$ cat src/rtl/slice_rf_pkg.sv
package slice_rf_pkg;

  localparam int RF_W = 64;

  typedef enum logic [2:0] {
    SZ_LO8 = 3'd0,
    SZ_HI8 = 3'd1,
    SZ_W16 = 3'd2,
    SZ_W32 = 3'd3,
    SZ_W64 = 3'd4
  } sz_e;

  // Legality of one selection: size code in range, high byte only when allowed.
  function automatic logic sel_legal(logic [2:0] size, logic idx_has_hi, logic ext_form);
    logic known;
    known = (size <= SZ_W64);
    if (size == SZ_HI8) return idx_has_hi && !ext_form;
    return known;
  endfunction

  // Right-aligned, zero-padded view of a register for a given size.
  function automatic logic [RF_W-1:0] slice_read(logic [RF_W-1:0] r, logic [2:0] size);
    logic [RF_W-1:0] v;
    v = '0;
    case (size)
      SZ_LO8: v[7:0]  = r[7:0];
      SZ_HI8: v[7:0]  = r[15:8];
      SZ_W16: v[15:0] = r[15:0];
      SZ_W32: v[31:0] = r[31:0];
      SZ_W64: v       = r;
      default: v      = '0;
    endcase
    return v;
  endfunction

  // New register value after a write of the given size.
  function automatic logic [RF_W-1:0] slice_merge(logic [RF_W-1:0] old,
                                                  logic [RF_W-1:0] d,
                                                  logic [2:0]      size);
    logic [RF_W-1:0] n;
    n = old;
    case (size)
      SZ_LO8: n[7:0]  = d[7:0];
      SZ_HI8: n[15:8] = d[7:0];
      SZ_W16: n[15:0] = d[15:0];
      SZ_W32: n       = {32'd0, d[31:0]};
      SZ_W64: n       = d;
      default: n      = old;
    endcase
    return n;
  endfunction

endpackage

$ cat src/rtl/slice_rf_legal.sv
module slice_rf_legal
  import slice_rf_pkg::*;
#(
  parameter int NREGS   = 16,
  parameter int HI_REGS = 4,
  localparam int IDX_W  = $clog2(NREGS)
) (
  input  logic [IDX_W-1:0] idx,
  input  logic [2:0]       size,
  input  logic             ext_form,
  output logic             legal
);
  logic idx_has_hi;

  assign idx_has_hi = (int'(idx) < HI_REGS);
  assign legal      = sel_legal(size, idx_has_hi, ext_form);
endmodule

$ cat src/rtl/slice_rf_port.sv
module slice_rf_port
  import slice_rf_pkg::*;
#(
  parameter int NREGS  = 16,
  localparam int IDX_W = $clog2(NREGS)
) (
  input  logic [RF_W-1:0]  regs [NREGS],
  input  logic [IDX_W-1:0] idx,
  input  logic [2:0]       size,
  input  logic             legal,
  output logic [RF_W-1:0]  data
);
  logic [RF_W-1:0] picked;

  assign picked = regs[idx];
  assign data   = legal ? slice_read(picked, size) : '0;
endmodule

$ cat src/rtl/slice_rf_bank.sv
module slice_rf_bank
  import slice_rf_pkg::*;
#(
  parameter int NREGS  = 16,
  localparam int IDX_W = $clog2(NREGS)
) (
  input  logic             clk,
  input  logic             rst,
  input  logic             commit,
  input  logic [IDX_W-1:0] idx,
  input  logic [2:0]       size,
  input  logic [RF_W-1:0]  data,
  output logic [RF_W-1:0]  regs [NREGS]
);
  logic [RF_W-1:0] merged;

  assign merged = slice_merge(regs[idx], data, size);

  always_ff @(posedge clk) begin
    if (rst) begin
      for (int i = 0; i < NREGS; i++) regs[i] <= '0;
    end else if (commit) begin
      regs[idx] <= merged;
    end
  end
endmodule

$ cat src/rtl/slice_rf.sv
module slice_rf
  import slice_rf_pkg::*;
#(
  parameter int NREGS   = 16,
  parameter int HI_REGS = 4
) (
  input  logic                     clk,
  input  logic                     rst,
  input  logic                     ext_form,
  input  logic                     wr_en,
  input  logic [$clog2(NREGS)-1:0] wr_idx,
  input  logic [2:0]               wr_size,
  input  logic [63:0]              wr_data,
  output logic                     wr_bad,
  input  logic [$clog2(NREGS)-1:0] rd0_idx,
  input  logic [2:0]               rd0_size,
  output logic [63:0]              rd0_data,
  output logic                     rd0_bad,
  input  logic [$clog2(NREGS)-1:0] rd1_idx,
  input  logic [2:0]               rd1_size,
  output logic [63:0]              rd1_data,
  output logic                     rd1_bad
);
  localparam int IDX_W = $clog2(NREGS);
  localparam int NRD   = 2;

  logic [RF_W-1:0]  rf_q [NREGS];
  logic [IDX_W-1:0] rd_idx   [NRD];
  logic [2:0]       rd_size  [NRD];
  logic [RF_W-1:0]  rd_data  [NRD];
  logic             rd_legal [NRD];
  logic             wr_legal;
  logic             wr_commit;

  assign rd_idx[0]  = rd0_idx;
  assign rd_idx[1]  = rd1_idx;
  assign rd_size[0] = rd0_size;
  assign rd_size[1] = rd1_size;

  slice_rf_legal #(.NREGS(NREGS), .HI_REGS(HI_REGS)) u_wr_legal (
    .idx(wr_idx), .size(wr_size), .ext_form(ext_form), .legal(wr_legal)
  );

  assign wr_bad    = wr_en && !wr_legal;
  assign wr_commit = wr_en && wr_legal && !rst;

  slice_rf_bank #(.NREGS(NREGS)) u_bank (
    .clk(clk), .rst(rst), .commit(wr_commit), .idx(wr_idx),
    .size(wr_size), .data(wr_data), .regs(rf_q)
  );

  for (genvar g = 0; g < NRD; g++) begin : g_rd
    slice_rf_legal #(.NREGS(NREGS), .HI_REGS(HI_REGS)) u_legal (
      .idx(rd_idx[g]), .size(rd_size[g]), .ext_form(ext_form), .legal(rd_legal[g])
    );
    slice_rf_port #(.NREGS(NREGS)) u_port (
      .regs(rf_q), .idx(rd_idx[g]), .size(rd_size[g]),
      .legal(rd_legal[g]), .data(rd_data[g])
    );
  end

  assign rd0_data = rd_data[0];
  assign rd1_data = rd_data[1];
  assign rd0_bad  = !rd_legal[0];
  assign rd1_bad  = !rd_legal[1];
endmodule

$ cat config.mk
export PLATFORM = sky130hd
export DESIGN_NAME = slice_rf
export DESIGN_NICKNAME = d
export VERILOG_FILES = /design/src/rtl/slice_rf_pkg.sv /design/src/rtl/slice_rf_legal.sv /design/src/rtl/slice_rf_port.sv /design/src/rtl/slice_rf_bank.sv /design/src/rtl/slice_rf.sv
export SDC_FILE = /design/constraint.sdc
export NUM_CORES = 2
export LEC_CHECK = 0
export CAP_MARGIN = 0
export CORE_ASPECT_RATIO = 1.1
export CORE_MARGIN = 2
export CORE_UTILIZATION = 50
export DETAILED_ROUTE_END_ITERATION = 16
export DONT_BUFFER_PORTS = 1
export HOLD_SLACK_MARGIN = 0.06
export SKIP_LAST_GASP = 1
export SYNTH_ARGS = -nofsm -noshare
export SYNTH_HDL_FRONTEND = slang
export SYNTH_SLANG_ARGS = --single-unit
export TNS_END_PERCENT = 20
$ cat constraint.sdc
create_clock -name clk -period 2.8 [get_ports clk]
set_clock_uncertainty 0.05 [all_clocks]
set_input_delay 0.14 -clock clk [delete_from_list [all_inputs] [get_ports clk]]
set_output_delay 0.14 -clock clk [all_outputs]
set_load 0.02 [all_outputs]
==> impl_results.rst <==
.. list-table::
   :header-rows: 1

   * - Metric
     - Value
   * - Run status
     - complete, but fails checks
   * - Count of endpoints failing hold in the final timing report
     - 0
   * - Register-to-Register Setup Slack
     - -0.04 ns
   * - Top Family by Delay on Critical Path
     - buffers and inverters
   * - Fmax
     - 266.9 MHz
   * - Final slew viol count
     - 704
   * - Kind of end point of the critical path
     - flop
   * - R2r worst-path depth
     - 6
   * - Worst min-delay path category
     - input pin to flop
   * - # rows
     - 133
   * - Sequential-to-total area share from yosys stat
     - 34.11%
   * - Largest driver fanout on the critical path
     - 779
   * - Initial DRC count
     - 5,404
   * - Insertion delay to the later sink of the worst-skew pair
     - 0.75 ns
   * - Crit Path Category
     - input pin to flop
   * - Summed negative setup slack over all endpoints
     - -366.86 ns
   * - Final period util
     - 133.8%
   * - Cells along the critical path
     - and4bb_2 > and4b_4 > dlygate4sd3_1 > buf_4 > nor2_1 > a211oi_1 > dlygate4sd3_1
   * - Maximum number of buffers from clock root to sink
     - 3
   * - Vias in the first global route
     - 53,610
   * - Count of different cell masters after synthesis
     - 64
   * - Power per cell area
     - 435.4 nW/µm²
   * - RSZ-0062 raised after global routing
     - true
   * - Slowest cell on the critical path
     - and4bb_2
   * - Maximum ir drop on the vdd rail
     - 0.4665 mV
   * - Required time of the worst setup path
     - 3.42 ns
   * - Post-Place Cells
     - 6,687
   * - Kind of start point of the critical path
     - input pin
   * - Sink count of the clock tree
     - 1,024
   * - H-tree levels
     - 3
   * - Async set-reset flop share out of synthesis
     - 0%
   * - Core Footprint
     - 119,500 µm²
   * - Number of primary I/O pins
     - 220
   * - Headroom to the max-slew limit
     - -102.4%
   * - Number of antenna violations at the first check in global routing
     - 12
   * - Number of nets in the finished design
     - 6,373
   * - Register bank with the most flops
     - u_bank.regs
   * - Peak per-stage delay on the critical path
     - 0.94 ns
   * - Number of enable flip-flop cells after synthesis
     - 0
   * - Placer congestion estimate
     - 0.8236
   * - Cell area after synthesis
     - 60,110 µm²
   * - DRT Wirelength
     - 220.8 mm
   * - DRC errors left
     - 0
   * - Ys flop type
     - dfxtp_1
   * - Final Instance Count excl. Fillers
     - 7,934
   * - Initial core utilization
     - 50.31%
   * - Die Wd
     - 334.6 µm
   * - Total leakage power
     - 26.79 nW
   * - CP Depth
     - 7
   * - Overflow left after global routing
     - 0
   * - Time the final worst path needs with I/O delays and setup
     - 3.747 ns
   * - Instance area at placement
     - 61,070 µm²
   * - Total of warnings raised by yosys
     - 0
   * - CP arrival
     - 4.36 ns
   * - Regs by FF count
     - u_bank.regs x1024
   * - Violations in the final reports
     - max-slew violations, negative setup slack
   * - Summed area of non-filler cells in the final layout
     - 75,350 µm²
   * - Flip-flop count of the largest register after layout
     - 1,024
   * - DR vias
     - 53,320
   * - First-pass DRT Iterations
     - 6
   * - # Max-Cap Violations
     - 0
   * - Number of buffers and inverters on the critical path
     - 3
   * - Fraction of layout cells with a size suffix above 1
     - 19.24%
   * - Layout overhead on the synthesized area
     - 25.36%
   * - Mean instance size in the synthesized netlist
     - 10.72 µm²
   * - Transition time of the tightest slew-check pin
     - 3.036 ns
   * - Cell seen most often among critical-path stages
     - dlygate4sd3_1
   * - CTS Root Cell
     - clkbuf_16
   * - Reg-to-reg critical path endpoint
     - u_bank.regs[49]$_SDFFE_PP0P_
   * - Final count of negative-setup-slack endpoints
     - 831
   * - Die footprint
     - 123,000 µm²
   * - Port-buffer cells
     - 0
   * - Syn nets
     - 5,694
   * - Clock-pin slew reported for the worst setup and hold paths after clock tree synthesis
     - 0.06 ns
   * - Overall die height
     - 367.6 µm
   * - Launch point of the worst reg-to-reg path
     - u_bank.regs[817]$_SDFFE_PP0P_
   * - Crit path capture
     - u_bank.regs[690]$_SDFFE_PP0P_
   * - Post-synthesis instance total
     - 5,605
   * - Num CTS Buffers
     - 115
   * - Via/cell ratio
     - 6.720
   * - Final worst slack
     - -0.9465 ns
   * - Detail-routed net length per standard cell
     - 27.83 µm
   * - Maximum number of pins on one net before global-route repair
     - 780
   * - Start point of the critical path
     - rst
   * - First-pass GRT wire length
     - 335.5 mm
   * - TritonCTS clock tree
     - yes
   * - Number of register bits inferred by synthesis
     - 1,024
   * - Number of nets with antenna violations after routing
     - 0
   * - Global-route usage over all layers
     - 35.58%
   * - HPWL reported at the end of detailed placement
     - 108.6 mm
==> layout by cell type, fill, tap and decap left out, types with 36 or more instances in the layout <==
cell	n
nor2_1	739
dfxtp_1	1024
o21ai_0	345
dlygate4sd3_1	1027
buf_12	36
a311oi_1	112
nand2_1	147
a21oi_1	40
mux4_2	712
mux2i_1	296
buf_4	163
nor2b_1	71
clkbuf_16	118
o21ai_1	47
nand3b_1	291
a211oi_1	623
and3_1	37
a22o_1	47
a22oi_1	98
==> stage by stage <==
stage / total power, W / setup slack [ns] / util, % / hold WS, ns
6_report: 0.03280 / -0.9465 / 63.06 / 0.05895
5_1_grt: 0.03361 / -0.06303 / 63.06 / 0.07353
4_1_cts: 0.03283 / 0.01880 / 63.00 / 0.06580
3_5_place_dp: 0.01719 / 0.3802 / 51.11 / 0.2924
3_3_place_gp: 0.01718 / 0.4188 / 51.11 / 0.2837
2_1_floorplan: 0.01738 / 0.5325 / - / 0.3096
==> cell usage after synthesis, types with 3 or more instances <==
library cell | count | area share (%)
a2111oi_2 | 14 | 0.35
a211oi_1 | 623 | 7.8
a21o_1 | 8 | 0.10
a21oi_1 | 45 | 0.37
a21oi_2 | 3 | 0.044
a221oi_2 | 3 | 0.075
a22o_1 | 47 | 0.68
a22oi_1 | 98 | 1.2
a311oi_1 | 112 | 1.6
and2_1 | 37 | 0.39
and3_1 | 43 | 0.45
buf_1 | 36 | 0.22
buf_2 | 201 | 1.7
buf_4 | 38 | 0.47
buf_6 | 21 | 0.39
clkbuf_1 | 366 | 2.3
clkbuf_2 | 3 | 0.025
dfxtp_1 | 1024 | 34
inv_1 | 3 | 0.019
mux2_2 | 25 | 0.47
mux2i_1 | 298 | 5.0
mux4_2 | 712 | 27
nand2_1 | 154 | 0.96
nand2b_1 | 6 | 0.062
nand3_1 | 10 | 0.083
nand3b_1 | 291 | 3.6
nand4_1 | 7 | 0.073
nor2_1 | 743 | 4.6
nor2_2 | 5 | 0.052
nor2b_1 | 74 | 0.77
nor3_1 | 36 | 0.30
nor3_2 | 5 | 0.083
o211a_1 | 8 | 0.13
o21ai_0 | 345 | 2.9
o21ai_1 | 47 | 0.39
o21bai_1 | 8 | 0.10
o22a_1 | 8 | 0.12
o22ai_1 | 25 | 0.26
o31ai_1 | 16 | 0.20
or2_2 | 8 | 0.083
or3_1 | 13 | 0.14
or3_4 | 6 | 0.11
==> routing by layer <==
metal  global-route usage (%)  vias to the layer above  wire length (µm)
met5                        0                        -                67
met4                    17.66                       10             12060
met3                    6.357                      615             20350
met2                    57.50                     2811            103700
met1                    46.05                    26650             84690
li1                         -                    23230                 -
==> cell type report <==
class                           instances  area (µm²)
Multi-Input combinational cell       3910       36730
Antenna cell                            4       10.01
Timing Repair Buffer                 1230       12290
Sequential cell                      1024       20500
Clock inverter                         32       334.1
Fill cell                            9605       44130
Tap cell                             1552        1942
Clock buffer                          179        3532
Inverter                                3       11.26
==> repair_timing <==
action / 4_1_cts / 5_1_grt
resized for setup: 1 / 15
buffers inserted: 0 / 2
hold endpoints to repair: 1024 / 4
hold buffers: 1030 / 1
endpoints found under the setup margin: 1 / 156
==> where the power goes <==
group | internal [W] | switching [W] | total, W | leakage, nW
Clock | 0.00907 | 0.00652 | 0.0156 | 1.91
Sequential | 0.0147 | 0.0000901 | 0.0148 | 8.25
Combinational | 0.00122 | 0.00123 | 0.00245 | 16.6
==> worst reg2reg max path, cell delays in order (launching register included) <==
cell	delay [ns]
dfxtp_1	0.33
mux2i_1	0.20
a22oi_1	0.19
and3_1	0.24
a21oi_1	0.79
a311oi_1	0.22
dlygate4sd3_1	0.70
==> how the worst min path moves through the flow <==
stage / start / cells past startpoint / to / slack (ns)
floorplan: wr_data[16] / 2 / u_bank.regs[144]$_SDFFE_PP0P_ / 0.31
global placement: rst / 1 / u_bank.regs[458]$_SDFFE_PP0P_ / 0.28
detailed placement: rst / 1 / u_bank.regs[1019]$_SDFFE_PP0P_ / 0.29
CTS: wr_size[1] / 5 / u_bank.regs[863]$_SDFFE_PP0P_ / 0.07
global route: wr_en / 6 / u_bank.regs[451]$_SDFFE_PP0P_ / 0.07
finish: wr_en / 6 / u_bank.regs[448]$_SDFFE_PP0P_ / 0.06
==> logic make-up (layout without fill, tap and decap cells) <==
group / after synthesis / in the layout / synth area share [%]
AO/OA/AOI/OAI: 1419 / 1419 / 16.47
AND/OR/NAND/NOR: 1456 / 1456 / 12.12
buffers and inverters: 671 / 1444 / 5.187
flip-flops: 1024 / 1024 / 34.11
multiplexers: 1035 / 1035 / 32.11
other: 0 / 4 / 0
Note: power is estimated with default switching activity, not from simulation.
